### src/rtl/mvx_pkg.sv
package mvx_pkg;
  typedef enum logic [2:0] {
    OP_ADD   = 3'd0,
    OP_MUL   = 3'd1,
    OP_MOVA  = 3'd2,
    OP_MOVB  = 3'd3,
    OP_CMPNZ = 3'd4,
    OP_CMPGE = 3'd5,
    OP_MNOT  = 3'd6,
    OP_NOP   = 3'd7
  } mvx_op_e;

  function automatic logic is_mask_op(mvx_op_e o);
    return (o == OP_CMPNZ) || (o == OP_CMPGE) || (o == OP_MNOT);
  endfunction
endpackage

### src/rtl/mvx_alu.sv
module mvx_alu
  import mvx_pkg::*;
#(
  parameter int EW = 8
) (
  input  mvx_op_e       op,
  input  logic [EW-1:0] a,
  input  logic [EW-1:0] b,
  output logic [EW-1:0] y
);
  always_comb begin
    case (op)
      OP_ADD:  y = a + b;
      OP_MUL:  y = a * b;
      OP_MOVA: y = a;
      default: y = b;
    endcase
  end
endmodule

### src/rtl/mvx_maskgen.sv
module mvx_maskgen
  import mvx_pkg::*;
#(
  parameter int N  = 8,
  parameter int EW = 8
) (
  input  mvx_op_e         op,
  input  logic [N*EW-1:0] src_a,
  input  logic [N*EW-1:0] src_b,
  input  logic [N-1:0]    lim,
  input  logic [N-1:0]    mask_in,
  output logic [N-1:0]    mask_nx
);
  for (genvar i = 0; i < N; i++) begin : g_bit
    logic [EW-1:0] ea, eb;
    logic          hit;
    assign ea  = src_a[i*EW +: EW];
    assign eb  = src_b[i*EW +: EW];
    assign hit = (op == OP_CMPNZ) ? (ea != '0) : (ea >= eb);
    assign mask_nx[i] = (op == OP_MNOT) ? ~mask_in[i]
                      : (lim[i] ? hit : mask_in[i]);
  end
endmodule

### src/rtl/mvx_sched.sv
module mvx_sched #(
  parameter int N     = 8,
  parameter bit DENSE = 1'b0,
  localparam int IW   = (N > 1) ? $clog2(N) : 1
) (
  input  logic          clk,
  input  logic          rst,
  input  logic          launch,
  input  logic [N-1:0]  lim,
  input  logic [N-1:0]  mask,
  output logic          busy,
  output logic [IW-1:0] idx,
  output logic          last,
  output logic          seed_empty
);
  logic [N-1:0] pend, seed, first;

  if (DENSE) begin : g_dense
    assign seed = lim & mask;
  end else begin : g_simple
    assign seed = lim;
  end

  assign seed_empty = (seed == '0);
  assign busy       = |pend;
  assign first      = pend & (~pend + N'(1));
  assign last       = ((pend & (pend - N'(1))) == '0);

  always_comb begin
    idx = '0;
    for (int i = 0; i < N; i++)
      if (first[i]) idx = IW'(i);
  end

  always_ff @(posedge clk) begin
    if (rst)          pend <= '0;
    else if (launch)  pend <= seed;
    else if (busy)    pend <= pend & ~first;
  end

  p_no_launch_busy_r9: assert property (@(posedge clk) disable iff (rst)
    !(launch && busy));
  p_one_per_cycle_r4: assert property (@(posedge clk) disable iff (rst)
    busy |=> ($countones(pend) + 1 == $countones($past(pend))));

  if (DENSE) begin : g_chk_dense
    p_issue_active_r5: assert property (@(posedge clk) disable iff (rst)
      busy |-> mask[idx]);
  end else begin : g_chk_simple
    p_in_order_r4: assert property (@(posedge clk) disable iff (rst)
      (busy && !last) |=> (idx == IW'($past(idx) + 1'b1)));
  end
endmodule

### src/rtl/mvx_unit.sv
module mvx_unit
  import mvx_pkg::*;
#(
  parameter int N     = 8,
  parameter int EW    = 8,
  parameter bit DENSE = 1'b0,
  localparam int VW   = $clog2(N + 1),
  localparam int IW   = (N > 1) ? $clog2(N) : 1
) (
  input  logic          clk,
  input  logic          rst,
  input  logic          start,
  input  logic [2:0]    op,
  input  logic [VW-1:0] vlen,
  input  logic [N*EW-1:0] src_a,
  input  logic [N*EW-1:0] src_b,
  output logic [N*EW-1:0] dst_q,
  output logic [N-1:0]  mask_q,
  output logic          busy,
  output logic          done
);
  mvx_op_e       op_in, op_r;
  logic [VW-1:0] vlen_c;
  logic [N-1:0]  lim, mask_nx;
  logic [IW-1:0] idx;
  logic          last, seed_empty, launch, accept;
  logic [EW-1:0] a_arr [N];
  logic [EW-1:0] b_arr [N];
  logic [EW-1:0] dst_mem [N];
  logic [EW-1:0] alu_y;

  assign op_in  = mvx_op_e'(op);
  assign vlen_c = (vlen > VW'(N)) ? VW'(N) : vlen;
  assign accept = start && !busy;
  assign launch = accept && !is_mask_op(op_in) && (op_in != OP_NOP);

  always_comb begin
    for (int i = 0; i < N; i++) lim[i] = (i < int'(vlen_c));
  end

  for (genvar i = 0; i < N; i++) begin : g_el
    assign a_arr[i] = src_a[i*EW +: EW];
    assign b_arr[i] = src_b[i*EW +: EW];
    assign dst_q[i*EW +: EW] = dst_mem[i];
  end

  mvx_maskgen #(.N(N), .EW(EW)) u_maskgen (
    .op(op_in), .src_a(src_a), .src_b(src_b), .lim(lim),
    .mask_in(mask_q), .mask_nx(mask_nx)
  );

  mvx_sched #(.N(N), .DENSE(DENSE)) u_sched (
    .clk(clk), .rst(rst), .launch(launch), .lim(lim), .mask(mask_q),
    .busy(busy), .idx(idx), .last(last), .seed_empty(seed_empty)
  );

  mvx_alu #(.EW(EW)) u_alu (
    .op(op_r), .a(a_arr[idx]), .b(b_arr[idx]), .y(alu_y)
  );

  always_ff @(posedge clk) begin
    if (rst) begin
      mask_q <= '1;
      done   <= 1'b0;
      op_r   <= OP_ADD;
    end else begin
      done <= 1'b0;
      if (accept) begin
        if (is_mask_op(op_in)) begin
          mask_q <= mask_nx;
          done   <= 1'b1;
        end else if (op_in == OP_NOP) begin
          done <= 1'b1;
        end else begin
          op_r <= op_in;
          if (seed_empty) done <= 1'b1;
        end
      end
      if (busy && last) done <= 1'b1;
    end
  end

  always_ff @(posedge clk) begin
    if (rst) begin
      for (int i = 0; i < N; i++) dst_mem[i] <= '0;
    end else if (busy && mask_q[idx]) begin
      dst_mem[idx] <= alu_y;
    end
  end

  p_done_idle_r4: assert property (@(posedge clk) disable iff (rst)
    done |-> !busy);
  p_idle_hold_r3: assert property (@(posedge clk) disable iff (rst)
    !busy |=> $stable(dst_q));
  p_gated_hold_r3: assert property (@(posedge clk) disable iff (rst)
    (busy && !mask_q[idx]) |=> $stable(dst_q));
  p_mask_frozen_r9: assert property (@(posedge clk) disable iff (rst)
    busy |=> $stable(mask_q));
endmodule

### config.mk
export PLATFORM = sky130hd
export DESIGN_NAME = mvx_unit
export DESIGN_NICKNAME = d
export VERILOG_FILES = /design/src/rtl/mvx_pkg.sv /design/src/rtl/mvx_alu.sv /design/src/rtl/mvx_maskgen.sv /design/src/rtl/mvx_sched.sv /design/src/rtl/mvx_unit.sv
export SDC_FILE = /design/constraint.sdc
export NUM_CORES = 1
export LEC_CHECK = 0
export BUFFER_PORTS_ARGS = -buffer_cell sky130_fd_sc_hd__buf_4
export CORE_ASPECT_RATIO = 0.9
export CORE_MARGIN = 3
export CORE_UTILIZATION = 49
export CTS_BUF_LIST = sky130_fd_sc_hd__clkbuf_8 sky130_fd_sc_hd__clkbuf_16
export CTS_CLUSTER_DIAMETER = 50
export DETAILED_ROUTE_END_ITERATION = 16
export PLACE_DENSITY = 0.79
export RECOVER_POWER = 100
export SYNTH_ARGS = -nofsm -noshare
export SYNTH_HDL_FRONTEND = slang
export SYNTH_SLANG_ARGS = --single-unit
### constraint.sdc
create_clock -name clk -period 5.3 [get_ports clk]
set_input_delay 1.06 -clock clk [delete_from_list [all_inputs] [get_ports clk]]
set_output_delay 1.06 -clock clk [all_outputs]
set_load 0.005 [all_outputs]
After elaboration in Yosys (flattened, before gate mapping)
Memory sizes are Yosys's and may differ from the RTL's.
Cells that the tools add are included.
{"block": "classes", "n_eq_ne": 7, "addsub": 3, "magnitude_cmp": 19, "reduce_logical": 40, "bitwise": 16, "muxes": 56, "multipliers": 1}
{"cell": "8-bit >= comparator", "count": 8}
{"cell": "8-bit nonzero test", "count": 8}
{"cell": "8-bit two-way mux", "count": 7}
{"cell": "8-bit binary-select mux with 3-bit select", "count": 2}
{"cell": "1-bit two-way mux", "count": 37}
{"cell": "3-bit AND reduction", "count": 9}
{"cell": "8-bit AND", "count": 3}
{"cell": "8-bit one-hot mux with 3 select lines", "count": 1}
{"cell": "2-bit nonzero test", "count": 9}
{"cell": "8-bit zero test", "count": 2}
{"cell": "3-bit by 4-bit less-than comparator with 1-bit output (first input constant)", "count": 4}
{"cell": "8-bit inverter", "count": 2}
{"cell": "8-bit OR reduction", "count": 2}
{"cell": "3-bit two-way mux", "count": 5}
{"cell": "3-bit equality test (second input constant)", "count": 4}
{"cell": "1-bit inverter", "count": 10}
{"cell": "8-bit by 1-bit adder with 8-bit output (second input constant)", "count": 1}
{"cell": "8-bit adder", "count": 1}
{"cell": "1-bit by 4-bit less-than comparator with 1-bit output (first input constant)", "count": 2}
{"cell": "2-bit by 4-bit less-than comparator with 1-bit output (first input constant)", "count": 2}
{"cell": "8-bit by 8-bit multiplier with 8-bit output", "count": 1}
{"cell": "8-bit by 1-bit subtractor with 8-bit output (second input constant)", "count": 1}
{"cell": "1-bit logical AND", "count": 5}
{"cell": "4-bit >= comparator (second input constant)", "count": 1}
{"cell": "other kinds (12)", "count": 15}
{"block": "word_totals", "ff_bits": 20, "output_inout_bits": 74, "memories": 1, "mem_bits_rw": 64}
{"name": "dst_mem", "words": 8, "width": 8, "rd": 8, "rd_ports_with_merged_regs": 0, "wr": 8, "line_no": "mvx_unit.sv:29", "rtl": "logic [EW-1:0] dst_mem [N];"}

Depth between registers and ports, before layout
Gate-level depths: netlist of the first run.
{"block": "depth", "word_depth": 18, "mapped_depth": 26, "ltp_nobuf": 23}

Cells and area by module
From an unflattened synthesis of the first run, not the netlist that was laid out.
{"block": "hier_totals", "cells_unflattened": 874, "area_unflattened_um2": 7993.9}
{"mod": "mvx_unit", "instances": 1, "seq_area_each_um2": 2162.1, "area_each_um2": 4151.5, "cells_per_inst": 353}
{"mod": "mvx_maskgen", "instances": 1, "seq_area_each_um2": 0.0, "area_each_um2": 1939.4, "cells_per_inst": 269}
{"mod": "mvx_alu", "instances": 1, "seq_area_each_um2": 0.0, "area_each_um2": 1441.4, "cells_per_inst": 187}
{"mod": "mvx_sched", "instances": 1, "seq_area_each_um2": 160.2, "area_each_um2": 461.7, "cells_per_inst": 65}

Least setup slack after synthesis of the first run
No wires, ideal clock.
{"block": "synth_path", "path_kind": "reg2reg", "startpoint": "reg u_sched.pend[0]", "endpoint": "mem dst_mem[1][7] (data pin)", "t_arrival_ns": 5.505, "slack_ns": -0.473, "required_ns": 5.032, "period_less_slack_ns": 5.773, "path_stages_with_launch": 25, "setup_ns": 0.268, "n_path_buf": 2, "cell_sequence": "dfxtp_1 -> buf_2 -> or4_1 -> buf_2 -> nor3_1 -> o21ai_0 -> a32oi_1 -> o211ai_1 -> inv_1 -> nand2_1 -> fa_1 -> inv_1 -> fa_1 -> ha_1 -> inv_1 -> fa_1 -> inv_1 -> ha_1 -> a21o_1 -> a21oi_1 -> xnor2_1 -> xnor2_1 -> xnor3_1 -> mux2i_4 -> a21oi_1"}
{"element": "start, declared", "line_no": "mvx_sched.sv:16", "rtl": "logic [N-1:0] pend, seed, first;"}
{"element": "start signal, assigned", "line_no": "mvx_sched.sv:38", "rtl": "else if (busy) pend <= pend & ~first;"}
{"element": "end, declared", "line_no": "mvx_unit.sv:29"}

==> results.json, run 1 <==
{
  "async_reset_ff_share_pct": 0,
  "path_delay_family": "adder cells",
  "slew_violations": 0,
  "syn-instance-count": 872,
  "clockRootBuffer": "clkbuf_16",
  "min_path_type": "register to register",
  "cts_buffers": 9,
  "antenna_found_initial": 0,
  "core_um2": 15000,
  "run_status": "finished with violations",
  "crit_chain": "buf_4 -> o22ai_1 -> buf_4 -> a21oi_1 -> o211ai_1 -> inv_1 -> buf_4 -> nand2_1 -> fa_1 -> inv_1 -> ha_1 -> inv_1 -> fa_1 -> fa_2 -> inv_2 -> ha_4 -> a21oi_4 -> xnor2_2 -> xnor2_1 -> xnor3_1 -> mux2i_4 -> buf_12 -> a21oi_1",
  "area_growth_pct": 48.9,
  "synth-seq-cells": 84,
  "cpPeakStageDelay_ps": 540,
  "p_per_area_nw_per_um2": 436,
  "dr.pass1.iters": 6,
  "synth.area.top_cells": "edfxtp_1 (25%), ha_1 (14%), dfxtp_1 (5.2%)",
  "htree_levels": 3,
  "netlist_area_um2": 7680,
  "synth_top_area_share_pct": 25.0,
  "first_iter_violations": 980,
  "place_ws_ps": -736,
  "via_per_inst": 5.84,
  "relSlewSlack_pct": 20.6,
  "clock_sinks": 84,
  "rsz0062_at_grt": "true",
  "rrSetupSlack_ps": -330,
  "holdPathEnd": "u_sched.pend[2]$_SDFFE_PP0P_",
  "detail-route-antenna-nets": 0,
  "layout.cells.non_filler": 1449,
  "violations": "negative setup slack",
  "synth_edf_count": 64,
  "cts_tree": "yes",
  "multi_input_area_um2": 5160,
  "start_util_pct": 51.1,
  "yosys_warnings": 0,
  "grt_max_degree": 48,
  "nNetsFinal": 1485,
  "synth_nets": 1110,
  "tightest_slew_ps": 1160,
  "cts_buffer_depth": 2,
  "drive_above_1_share_pct": 39.7,
  "worstPathRequired_ps": 5370,
  "hp-start": "u_sched.pend[2]$_SDFFE_PP0P_",
  "routed-via-count": 8462,
  "dp_hpwl_mm": 23.4,
  "timing.critical_path.buf_inv": 8,
  "fin_ws_ps": -330,
  "rr_startpoint": "u_sched.pend[0]$_SDFFE_PP0P_",
  "place_inst": 1417,
  "grt_use_total_pct": 32.9,
  "clk_pin_slew_worst_paths_ps": 60,
  "n_antenna_cell": 0,
  "hold_viol_final": 0,
  "fp.dieW_um": 138,
  "wl_mm": 29.1,
  "drc": 0,
  "fillers": 1126,
  "routabilityCongestion": 0.975,
  "hold_ws_ps": 522,
  "leakagePower_nw": 5.48,
  "reg2reg_to": "dst_mem[5][7]$_SDFFCE_PN0P_",
  "post_drt_wl_per_cell_um": 20.1,
  "die_h_um": 125,
  "slowest_stage": "fa_2",
  "final_cell_mix": "buf_4 (313), nor2_1 (93), inv_1 (90), ha_1 (78), edfxtp_1 (64)",
  "ys.flop_type": "edfxtp_1",
  "power_mw": 4.99,
  "post-route-period-util_pct": 106,
  "drv_cap": 0,
  "port_buffers": 211,
  "critPathArrivalTime_ps": 5700,
  "clk_latency_ps": 340,
  "overflow": 0,
  "skew_ps": 14.0,
  "critPathKind": "primary input to register",
  "seqCellArea_um2": 2340,
  "layout_commonest_cell": "buf_4",
  "crit_fanout": 8,
  "finalCriticalPeriod_ps": 5630,
  "startpoint_type": "primary input",
  "io-pin-count": 212,
  "synth_area_leader_cell": "edfxtp_1",
  "syn_area_per_cell_um2": 8.80,
  "seq_area_frac_synth_pct": 30.3,
  "worstRegToRegCells": 22,
  "end_kind": "register",
  "grt_pass1_wl_mm": 44.0,
  "final-setup-viol-count": 8,
  "peakVddDrop_v": 0.000898,
  "whs_path_depth": 2,
  "synth.distinct_cells": 73,
  "fp.dieArea_um2": 17200,
  "grt_pass1_vias": 8293,
  "fmax_mhz": 178,
  "row_count": 42
}
-- cells in the mapped netlist (all sizes together), types with 20 or more instances --
cell type	n
o21ai	23
edfxtp	64
ha	87
a21oi	39
nand2b	24
nor4	20
o22ai	33
clkbuf	20
nand2	44
a21o	43
nand3	20
nor3	22
inv	101
nor2	101
dfxtp	20
-- cell type report --
cell class                 count  area share, %
sequential                    84           20.4
inverter                     102           3.35
timing repair buffer         399           26.4
clock buffer                   9           1.97
multi-input combinational    651           45.1
clock inverter                 6          0.558
tap                          198           2.17
-- metal layers --
layer,global-route usage (%),vias to the layer above,share of wire (%)
li1,-,3922,-
met1,45.1,4007,40
met2,52.0,476,47
met3,8.08,57,11
met4,8.08,0,2.3
met5,0,-,0
-- sequential cells by signal, indices dropped and copies added (netlist names) --
signal and flops:
mask_q 8, dst_mem 64, op_r 3, done 1, u_sched.pend 8
-- how the worst max path moves through the flow --
stage / from / endpoint / depth (start not counted)
3_3_place_gp: src_b[50] / dst_mem[1][7]$_SDFFCE_PN0P_ / 22
4_1_cts: u_sched.pend[0]$_SDFFE_PP0P_ / dst_mem[0][7]$_SDFFCE_PN0P_ / 23
2_1_floorplan: src_a[43] / dst_mem[1][7]$_SDFFCE_PN0P_ / 19
3_5_place_dp: src_b[50] / dst_mem[6][7]$_SDFFCE_PN0P_ / 22
6_report: src_a[50] / dst_mem[5][7]$_SDFFCE_PN0P_ / 23
5_1_grt: u_sched.pend[0]$_SDFFE_PP0P_ / dst_mem[0][7]$_SDFFCE_PN0P_ / 24
-- worst min-delay path: cells and delay by family (launching register included) --
kind | cells | cell delay [ps]
DFF | 1 | 370
AOI/OAI and AO/OA | 1 | 60
and+or+nand+nor | 1 | 60
-- power breakdown --
group          leakage [nW]  internal (mW)  total (mW)  switching (mW)
sequential            0.829          0.766       0.811          0.0449
clock                 0.139          0.362       0.614           0.252
combinational          4.51           1.76        3.56            1.80
-- logic make-up after synthesis --
family / share of synthesized area [%]
fa+ha+maj: 17.6
compound gates: 21.5
buf+inv: 6.96
mux: 2.66
flops: 30.3
xor+xnor: 2.41
simple gates: 18.6
-- through the flow --
stage          util (%)  instance area, um2  TNS (ps)
2_1_floorplan         -                7750         0
3_3_place_gp       71.4               10700    -10020
3_5_place_dp       71.4               10700    -12160
4_1_cts            74.6               11200     -2160
5_1_grt            76.1               11400     -4280
6_report           76.1               11400     -2510
-- repair_timing --
item,CTS,global route
gates resized for setup,32,47
endpoints found under the setup margin,24,28
buffers inserted,8,9
pin swaps,21,24
hold buffers,0,0
cloned,0,0
Note: power is estimated with default switching activity, not from simulation.
==> run 2, diff against run 1 <==
- RECOVER_POWER: 100 -> 25
==> results.json, run 2 (synthesis gave the netlist of run 1 again) <==
{
  "final_cell_mix": "buf_4 (337), nor2_1 (93), inv_1 (90), ha_1 (78), edfxtp_1 (64)",
  "end_kind": "register",
  "wl_mm": 29.1,
  "routabilityCongestion": 0.975,
  "cts_buffers": 9,
  "fin_setup_tns_ps": -2540,
  "relSlewSlack_pct": 29.8,
  "antenna_found_initial": 0,
  "cts_buffer_depth": 2,
  "min_path_type": "register to register",
  "peakVddDrop_v": 0.000896,
  "hp-start": "u_sched.pend[2]$_SDFFE_PP0P_",
  "worstPathRequired_ps": 5370,
  "critPathArrivalTime_ps": 5700,
  "startpoint_type": "primary input",
  "clock_sinks": 84,
  "fillers": 1126,
  "core_um2": 15000,
  "cts_tree": "yes",
  "hold_viol_final": 0,
  "place_area_um2": 10700,
  "drv_cap": 0,
  "hold_ws_ps": 524,
  "via_per_inst": 5.88,
  "crit_fanout": 8,
  "first_iter_violations": 979,
  "post_drt_wl_per_cell_um": 20.1,
  "rrSetupSlack_ps": -320,
  "leakagePower_nw": 5.48,
  "grt_pass1_wl_mm": 44.0,
  "run_status": "finished with violations",
  "rr_startpoint": "u_sched.pend[0]$_SDFFE_PP0P_",
  "critPathKind": "primary input to register",
  "clk_latency_ps": 340,
  "drive_above_1_share_pct": 39.7,
  "htree_levels": 3,
  "n_antenna_cell": 0,
  "reg2reg_to": "dst_mem[0][7]$_SDFFCE_PN0P_",
  "dp_hpwl_mm": 23.4,
  "fmax_mhz": 178,
  "clk_pin_slew_worst_paths_ps": 60,
  "holdBufCountCts": 0,
  "power_mw": 4.98,
  "largest_register": "dst_mem",
  "row_count": 42,
  "p_per_area_nw_per_um2": 436,
  "grt_max_degree": 48,
  "nNetsFinal": 1485,
  "fp.dieArea_um2": 17200,
  "fp.dieW_um": 138,
  "routed-via-count": 8514,
  "final-setup-viol-count": 8,
  "grt_use_total_pct": 32.9,
  "holdPathEnd": "u_sched.pend[2]$_SDFFE_PP0P_",
  "largestRegisters": "dst_mem (64), mask_q (8), u_sched.pend (8)",
  "start_util_pct": 51.1,
  "skew_ps": 11.1,
  "area_growth_pct": 48.9,
  "drc": 0,
  "detail-route-antenna-nets": 0,
  "fin_ws_ps": -333,
  "die_h_um": 125,
  "grt_pass1_vias": 8293,
  "finalCriticalPeriod_ps": 5630,
  "io-pin-count": 212,
  "post-route-period-util_pct": 106,
  "rsz0062_at_grt": "true",
  "port_buffers": 211,
  "violations": "negative setup slack",
  "clockRootBuffer": "clkbuf_16",
  "layout_commonest_cell": "buf_4",
  "dr.pass1.iters": 6,
  "whs_path_depth": 2,
  "overflow": 0,
  "largest_reg_flops": 64,
  "place_ws_ps": -736,
  "slew_violations": 0,
  "worstRegToRegCells": 22,
  "final_cell_area_um2": 11400,
  "tightest_slew_ps": 1030
}
## run 2: changes by cell type in the layout (fill, tap and decap cells not counted), sizes merged
cell / delta
buf: +24
clkbuf: -24
## run 2: critical path: stages
cell      delay [ps]
buf_4             90
o22ai_1           90
buf_4            150
a21oi_1          350
o211ai_1         200
inv_1            160
buf_4            120
nand2_1           60
fa_1             520
inv_1             40
ha_1             260
inv_1             50
fa_1             500
fa_2             540
inv_2             40
ha_4             250
a21oi_4          160
xnor2_2          150
xnor2_1          160
xnor3_1          290
mux2i_4          210
buf_12           150
a21oi_1           70
## run 2: timing repair
action,in CTS,in global routing
pin swaps,21,24
setup buffers,8,9
resized for setup,32,47
endpoints found under the setup margin,24,28
## run 2: where the power goes
part	internal, mW	total (mW)	switching [mW]
registers	0.766	0.812	0.0460
clock network	0.362	0.612	0.250
logic	1.76	3.56	1.79
total	2.89	4.98	2.09
## run 2: metrics by stage
stage               util, %  cells
floorplan                 -    872
global placement       71.4   1417
detailed placement     71.4   1417
CTS                    74.6   1440
global route           76.1   1449
finish                 76.1   1449
## run 2: per-layer routing
| metal | wire, um | up-vias | track usage [%] |
|---|---|---|---|
| met1 | 11700 | 4022 | 45.1 |
| met2 | 13600 | 501 | 52.0 |
| met3 | 3130 | 63 | 8.08 |
| met5 | 0 | - | 0 |
| met4 | 653 | 0 | 8.08 |
| li1 | - | 3928 | - |
## run 2: cell type report
cell class | instances | area [um2] | area share [%]
multi-input cells | 651 | 5160 | 45.1
repair buffers | 399 | 3020 | 26.4
clock buffers | 9 | 225 | 1.97
flip-flops and latches | 84 | 2340 | 20.4
inverters | 102 | 383 | 3.35
clock inverters | 6 | 63.8 | 0.558
well taps | 198 | 248 | 2.17
## run 2: how the worst max path moves through the flow
stage	start	end	cells past startpoint
CTS	u_sched.pend[0]$_SDFFE_PP0P_	dst_mem[0][7]$_SDFFCE_PN0P_	23
finish	src_a[50]	dst_mem[0][7]$_SDFFCE_PN0P_	23
detailed placement	src_b[50]	dst_mem[6][7]$_SDFFCE_PN0P_	22
global route	u_sched.pend[0]$_SDFFE_PP0P_	dst_mem[0][7]$_SDFFCE_PN0P_	24
floorplan	src_a[43]	dst_mem[1][7]$_SDFFCE_PN0P_	19
global placement	src_b[50]	dst_mem[1][7]$_SDFFCE_PN0P_	22
